`config.mk`:
```
export PLATFORM = sky130hd
export DESIGN_NAME = cdf_card_detect
export DESIGN_NICKNAME = d
export VERILOG_FILES = /design/src/rtl/cdf_pkg.sv /design/src/rtl/cdf_sync.sv /design/src/rtl/cdf_settle_timer.sv /design/src/rtl/cdf_event_flag.sv /design/src/rtl/cdf_card_detect.sv
export SDC_FILE = /design/constraint.sdc
export NUM_CORES = 1
export LEC_CHECK = 0
export ABC_AREA = 1
export BUFFER_PORTS_ARGS = -buffer_cell sky130_fd_sc_hd__buf_2
export CAP_MARGIN = 20
export CORE_MARGIN = 1.5
export CORE_UTILIZATION = 55
export CTS_BUF_LIST = sky130_fd_sc_hd__clkbuf_4 sky130_fd_sc_hd__clkbuf_8
export CTS_CLUSTER_DIAMETER = 50
export DETAILED_ROUTE_END_ITERATION = 10
export GPL_TIMING_DRIVEN = 1
export PLACE_DENSITY_LB_ADDON = 0.1
export SLEW_MARGIN = 20
export SYNTH_ARGS = -nofsm -noshare
export SYNTH_HDL_FRONTEND = slang
export SYNTH_SLANG_ARGS = --single-unit
export TNS_END_PERCENT = 30
```
`constraint.sdc`:
```
create_clock -name clk -period 6.4 [get_ports clk]
set_clock_uncertainty 0.2 [all_clocks]
set_input_delay 0.96 -clock clk [delete_from_list [all_inputs] [get_ports clk]]
set_output_delay 0.96 -clock clk [all_outputs]
set_load 0.01 [all_outputs]
```
`src/rtl/cdf_pkg.sv`:
```
package cdf_pkg;

  // Effective unit count: a programmed zero still waits one unit.
  function automatic int unsigned eff_units(input int unsigned dly);
    return (dly == 0) ? 1 : dly;
  endfunction

  // Cycles the synchronized level must hold before the status follows it.
  function automatic int unsigned settle_len(input int unsigned dly,
                                             input bit          to_present,
                                             input int unsigned ext_unit,
                                             input int unsigned ins_unit);
    return eff_units(dly) * (to_present ? ins_unit : ext_unit);
  endfunction

  function automatic int unsigned max_unit(input int unsigned a,
                                           input int unsigned b);
    return (a > b) ? a : b;
  endfunction

endpackage

```
`src/rtl/cdf_sync.sv`:
```
module cdf_sync #(
  parameter int STAGES = 2
) (
  input  logic clk,
  input  logic rst_n,
  input  logic d_i,
  output logic q_o
);
  logic [STAGES-1:0] stage_q;

  genvar g;
  generate
    for (g = 0; g < STAGES; g++) begin : g_stage
      if (g == 0) begin : g_first
        always_ff @(posedge clk) begin
          if (!rst_n) stage_q[0] <= 1'b0;
          else        stage_q[0] <= d_i;
        end
      end else begin : g_next
        always_ff @(posedge clk) begin
          if (!rst_n) stage_q[g] <= 1'b0;
          else        stage_q[g] <= stage_q[g-1];
        end
      end
    end
  endgenerate

  assign q_o = stage_q[STAGES-1];
endmodule

```
`src/rtl/cdf_settle_timer.sv`:
```
module cdf_settle_timer
  import cdf_pkg::*;
#(
  parameter int unsigned DLY_W    = 4,
  parameter int unsigned EXT_UNIT = 1024,
  parameter int unsigned INS_UNIT = 8192
) (
  input  logic             clk,
  input  logic             rst_n,
  input  logic             level_i,
  input  logic             status_i,
  input  logic [DLY_W-1:0] dly_i,
  output logic             commit_o
);
  localparam int unsigned MAX_LEN = ((1 << DLY_W) - 1) * max_unit(EXT_UNIT, INS_UNIT);
  localparam int unsigned CNT_W   = $clog2(MAX_LEN + 1);

  logic [CNT_W-1:0] cnt_q;
  logic [CNT_W-1:0] limit;
  logic             differ;

  assign differ   = (level_i != status_i);
  assign limit    = CNT_W'(settle_len(32'(dly_i), level_i, EXT_UNIT, INS_UNIT));
  // >= keeps a shortened delay from letting the count run past its target
  assign commit_o = differ && (cnt_q >= (limit - CNT_W'(1)));

  always_ff @(posedge clk) begin
    if (!rst_n)                cnt_q <= '0;
    else if (!differ || commit_o) cnt_q <= '0;
    else                       cnt_q <= cnt_q + CNT_W'(1);
  end

  AST_CNT_BOUND: assert property (@(posedge clk) disable iff (!rst_n)
    32'(cnt_q) < MAX_LEN);

  AST_RESTART_ON_MATCH: assert property (@(posedge clk) disable iff (!rst_n)
    (level_i == status_i) |=> (cnt_q == '0));

endmodule

```
`src/rtl/cdf_event_flag.sv`:
```
module cdf_event_flag (
  input  logic clk,
  input  logic rst_n,
  input  logic set_i,
  input  logic clr_i,
  input  logic mask_i,
  output logic flag_o,
  output logic irq_o
);
  logic flag_q;

  always_ff @(posedge clk) begin
    if (!rst_n)     flag_q <= 1'b0;
    else if (set_i) flag_q <= 1'b1;
    else if (clr_i) flag_q <= 1'b0;
  end

  assign flag_o = flag_q;
  assign irq_o  = flag_q & ~mask_i;

  AST_SET_WINS: assert property (@(posedge clk) disable iff (!rst_n)
    set_i |=> flag_q);

  AST_CLEAR_ON_READ: assert property (@(posedge clk) disable iff (!rst_n)
    (clr_i && !set_i) |=> !flag_q);

  AST_FLAG_STICKY: assert property (@(posedge clk) disable iff (!rst_n)
    (!clr_i && !set_i) |=> $stable(flag_q));

  AST_IRQ_MASKED: assert property (@(posedge clk) disable iff (!rst_n)
    mask_i |-> !irq_o);

endmodule

```
`src/rtl/cdf_card_detect.sv`:
```
module cdf_card_detect #(
  parameter int unsigned DLY_W       = 4,
  parameter int unsigned EXT_UNIT    = 1024,
  parameter int unsigned INS_UNIT    = 8192,
  parameter int          SYNC_STAGES = 2
) (
  input  logic             clk,
  input  logic             rst_n,
  input  logic             card_raw_i,
  input  logic [DLY_W-1:0] dly_i,
  input  logic             mask_i,
  input  logic             rd_clr_i,
  output logic             present_o,
  output logic             event_o,
  output logic             irq_o
);
  logic level_sync;
  logic commit;
  logic present_q;

  cdf_sync #(.STAGES(SYNC_STAGES)) u_sync (
    .clk   (clk),
    .rst_n (rst_n),
    .d_i   (card_raw_i),
    .q_o   (level_sync)
  );

  cdf_settle_timer #(
    .DLY_W    (DLY_W),
    .EXT_UNIT (EXT_UNIT),
    .INS_UNIT (INS_UNIT)
  ) u_timer (
    .clk      (clk),
    .rst_n    (rst_n),
    .level_i  (level_sync),
    .status_i (present_q),
    .dly_i    (dly_i),
    .commit_o (commit)
  );

  always_ff @(posedge clk) begin
    if (!rst_n)      present_q <= 1'b0;
    else if (commit) present_q <= level_sync;
  end

  cdf_event_flag u_flag (
    .clk    (clk),
    .rst_n  (rst_n),
    .set_i  (commit),
    .clr_i  (rd_clr_i),
    .mask_i (mask_i),
    .flag_o (event_o),
    .irq_o  (irq_o)
  );

  assign present_o = present_q;

  AST_STATUS_HOLDS: assert property (@(posedge clk) disable iff (!rst_n)
    !commit |=> $stable(present_q));

  AST_COMMIT_FLIPS: assert property (@(posedge clk) disable iff (!rst_n)
    commit |=> (present_q != $past(present_q)));

  AST_COMMIT_FLAGS: assert property (@(posedge clk) disable iff (!rst_n)
    commit |=> event_o);

endmodule

```
== Yosys cells after proc, flatten, opt, wreduce, memory -nomap -nowiden ==
Index checks and enable logic that the tools add are counted.
Word-level totals
  bits in registers: 21
  output and inout bits: 3
  input port bits: 9
  word-level logic and storage cells: 23
Operators by class
  equal/unequal tests: 1
  add/sub/neg operators: 2
  reductions and logical operators: 6
  muxes and demuxes: 4
  bitwise operators: 3
  $mul: 1
  $lt $le $gt $ge: 1
Operator list (count)
  $mul 32x32->17: 1
  $add 17x1->17 const B: 1
  $ge 17x17->1: 1
  $sub 17x1->17 const B: 1
  $mux 14: 1
  $logic_not 4->1: 1
  $mux 4: 1
  $mux 1: 2
  $not 1->1: 2
  $reduce_bool 2->1: 1
  $reduce_or 2->1: 1
  $and 1x1->1: 1
  $logic_and 1x1->1: 1
  $logic_not 1->1: 1
  $logic_or 1x1->1: 1
  $ne 1x1->1: 1

== Logic depth before layout (Yosys ltp) ==
  word-level depth: 8
  depth in mapped cells: 23

== By module ==
Synthesis repeated with hierarchy kept, for this count alone.
Unflattened totals
  cells, all modules: 222
  area total of the unflattened synthesis: 1535.2 um^2
By module, submodules not included
  cdf_settle_timer: instances 1, area an instance 1387.6 um^2, cells each 202
  cdf_sync: instances 1, area an instance 55.1 um^2, cells each 6
  cdf_event_flag: instances 1, area an instance 51.3 um^2, cells each 8
  cdf_card_detect: instances 1, area an instance 41.3 um^2, cells each 6

== Worst setup path before layout ==
Ideal clock, no wire load.
  path type: in2reg
  from: input port dly_i[2]
  to: register u_timer.cnt_q[2]
  slack: 2572 ps
  library setup time: 117 ps
  buffers on the path: 1
  data required time: 6083 ps
  arrival: 3512 ps
  stages: 21
  path through: nand2_1 -> inv_1 -> ha_1 -> ha_1 -> ha_1 -> nand3_1 -> nand2_1 -> a21oi_1 -> o21bai_1 -> nand2_1 -> inv_1 -> nor2_1 -> ha_1 -> nand2_1 -> nor2_1 -> nand2_1 -> nor2_1 -> nand2_4 -> nand3_4 -> buf_12 -> nor2_2
Between the ends
  cells in the longest elaborated chain, start to end: 8
Ends and longest elaborated chain
  from (decl): RTL line cdf_card_detect.sv:10  | input logic [DLY_W-1:0] dly_i,
  $logic_not 4->1: RTL line cdf_pkg.sv:5  | return (dly == 0) ? 1 : dly;
  $mux 4 (*): RTL line cdf_pkg.sv:5
  $mul 32x32->17 (*): RTL line cdf_pkg.sv:13  | return eff_units(dly) * (to_present ? ins_unit : ext_unit);
  $sub 17x1->17 (*): RTL line cdf_settle_timer.sv:25  | assign commit_o = differ && (cnt_q >= (limit - CNT_W'(1)));
  $ge 17x17->1 (*): RTL line cdf_settle_timer.sv:25
  $logic_and 1x1->1 (*): RTL line cdf_settle_timer.sv:25
  $logic_or 1x1->1 (*): RTL line cdf_settle_timer.sv:29  | else if (!differ || commit_o) cnt_q <= '0;
  $reduce_or 2->1 (no source line) (*)
  to (signal assigned): RTL line cdf_settle_timer.sv:30  | else cnt_q <= cnt_q + CNT_W'(1);
  to (decl): RTL line cdf_settle_timer.sv:18  | logic [CNT_W-1:0] cnt_q;
Mark *: on every way between the ends. The rest lies on a longest branch, timed or not.
A chain may end at the register's enable or synchronous reset.

== Worst setup path in the final report ==
  from: input port dly_i[2]
  to: register u_timer.cnt_q[15]
Same word-level chain as after synthesis.

==> flow_summary.json <==
{
  "first_pass_iters": 4,
  "cts_tree": "built",
  "worst_pin_slew_ps": 349,
  "clk_latency_ps": 310,
  "fin_nets": 252,
  "fp.dieW_um": 55.6,
  "synth_compound_area_frac": 0.0279,
  "routedWlPerCell_um": 10.6,
  "drc_errors": 0,
  "drive_gt1_frac": 0.170,
  "yosys.area_share.simple": 0.360,
  "drv_cap": 0,
  "grt_max_degree": 18,
  "cp-start-kind": "input port",
  "io_buffers": 11,
  "synth_top_family_by_area": "simple AND/OR/NAND/NOR gates",
  "ys_warn_count": 0,
  "cts_hold_buf": 0,
  "core_area_sq_um": 2540,
  "syn-instance-count": 211,
  "setup-tns-final_ps": 0,
  "dp_hpwl_mm": 2.17,
  "cts-resized-gates": 0,
  "fin_total_pwr_uw": 248,
  "grt_pass1_vias": 1212,
  "io_pins": 12,
  "grt_antenna_before_repair": 0,
  "vias_per_cell": 4.94,
  "via_count": 1256,
  "worstPathArrival_ps": 3940,
  "final_antenna_net_count": 0,
  "cp_max_fo": 17,
  "num_rows": 18,
  "synth_top_cell_area_share": 0.276,
  "synth_seq_area_share": 0.276,
  "slew_headroom": 0.765,
  "grt_pass1_wl_mm": 4.79,
  "p_leak_nw": 0.790,
  "root_buffer": "clkbuf_4",
  "peakVddDrop_v": 0.000157,
  "powerDensity_nw_per_um2": 154,
  "timing.fmax_ghz": 0.254,
  "post_cts_buffers": 0,
  "grt_overflow_total": 0,
  "endpoint_kind": "register",
  "hold_path_class": "register to register",
  "outcome": "finished, final reports clean",
  "synth_area_leader_cell": "dfxtp_1",
  "synthesis.nets": 238,
  "ys_types": 22,
  "setup_viol": 0,
  "syn2layout_area_growth_pct": 6.24,
  "synthXorXnorAreaFrac": 0.0863,
  "drt_wl_total_mm": 2.70,
  "start_util": 0.598,
  "grt_usage": 0.190,
  "finalHoldViolCount": 0,
  "holdWs_ps": 235,
  "antennaDiodeCount": 0,
  "slew_viol_final": 0,
  "fin_crit_sh": 0.616,
  "clkSinkCount": 21,
  "die_area_sq_um": 3090,
  "clk_pin_slew_ps": 110,
  "h-tree-depth": 1,
  "design_area_sq_um": 1620,
  "synth_fa_ha_area_frac": 0.148,
  "grt_setup_unrepaired": "no",
  "synth_mux_area_frac": 0,
  "clockBufferDepth": 2,
  "cts_made_buffers": 3,
  "syn_area_per_cell_sq_um": 7.22,
  "synthTopCellsByArea": "dfxtp_1 (28%), ha_1 (15%), nand2_1 (12%), inv_1 (8.4%), nor2_1 (6.2%)",
  "synth_area_sq_um": 1520,
  "drtIter0Drc": 34,
  "gp_congestion": 0.779,
  "die_h_um": 55.6,
  "critPathKind": "input port to register",
  "min_period_ps": 3940,
  "dpl-instance-area_sq_um": 1590,
  "synth_seq_cells": 21,
  "crit_required_ps": 6400
}
routing by layer:
metal | vias up | GRT usage | share of wire
li1 | 676 | - | -
met1 | 561 | 0.233 | 0.49
met2 | 13 | 0.335 | 0.48
met3 | 6 | 0.0302 | 0.019
met4 | 0 | 0.0662 | 0.011
met5 | - | 0 | 0
area by class of cell:
| cell class | instances | area, sq um |
|---|---|---|
| clock buffers | 4 | 30.0 |
| fillers | 234 | 927 |
| inverters | 34 | 128 |
| multi-input cells | 154 | 947 |
| flip-flops and latches | 21 | 420 |
| well taps | 30 | 37.5 |
| repair buffers | 11 | 55.1 |
final timing paths:
check / startpoint / to / slack [ps] / cells past startpoint
worst max-delay path: dly_i[2] / u_timer.cnt_q[15] / 2460 / 20
worst min-delay path: u_sync.stage_q[0] / u_sync.q_o / 230 / 2
worst max register to register: u_sync.q_o / u_timer.cnt_q[15] / 2620 / 20
worst min register to register: u_sync.stage_q[0] / u_sync.q_o / 230 / 2
flip-flops by register name, indices dropped and copies added (netlist names):
| register | cells |
|---|---|
| u_sync.q_o | 1 |
| u_sync.stage_q | 1 |
| u_timer.cnt_q | 17 |
| present_o | 1 |
| u_flag.flag_o | 1 |
worst max-delay path, stage by stage:
cell      delay [ps]
buf_2            120
nand2_1           80
inv_1             50
ha_1             270
ha_1             280
ha_1             330
nand3_1          100
nand2_1           80
a21oi_1          140
o21bai_1          90
nor2_1           100
nor2_1            60
ha_1             300
nand2_1           80
nor2_1           190
nand2_1          100
nor2_1           190
nand2_4           90
nand3_4          240
nor2_1            90
through the flow:
step / util / cells / worst slack (ps)
after global placement: 0.624 / 250 / 2270
after CTS: 0.636 / 254 / 2460
after detailed placement: 0.624 / 250 / 2130
after global routing: 0.636 / 254 / 2080
final: 0.636 / 254 / 2460
after floorplan: - / 211 / 2570
synth_stat cells:
cell,n
nand3_1,12
inv_1,34
buf_12,1
nand2_1,49
nor2_4,1
nor3_1,1
nor2_2,15
nand3_2,2
o21ai_0,3
nand2_4,1
dfxtp_1,21
buf_4,1
o21bai_1,1
nor2_1,25
xor2_1,8
nand4_1,3
nor2_8,1
ha_1,18
nand3_4,1
xnor2_1,7
nand2_2,2
a21oi_1,4
layout by cell type (no fill, tap or decap), drive strengths merged:
cell     n
nand2   52
nor2    42
inv     34
dfxtp   21
ha      18
nand3   15
buf     11
xor2     8
xnor2    7
a21oi    4
clkbuf   4
o21ai    3
nand4    3
nor3     1
o21bai   1
power breakdown:
part           total [mW]  internal [mW]  switching, mW  leakage (nW)
combinational      0.0452         0.0188         0.0264         0.602
sequential          0.132          0.131       0.000711         0.170
clock              0.0711         0.0286         0.0425        0.0184
total               0.248          0.179         0.0696         0.790
kinds of logic (layout without fill, tap and decap cells):
| group | Yosys count | after routing |
|---|---|---|
| xor+xnor | 15 | 15 |
| simple gates | 113 | 113 |
| buf+inv | 36 | 49 |
| flops | 21 | 21 |
| fa+ha+maj | 18 | 18 |
| compound gates | 8 | 8 |
Note: power is estimated with default switching activity, not from simulation.
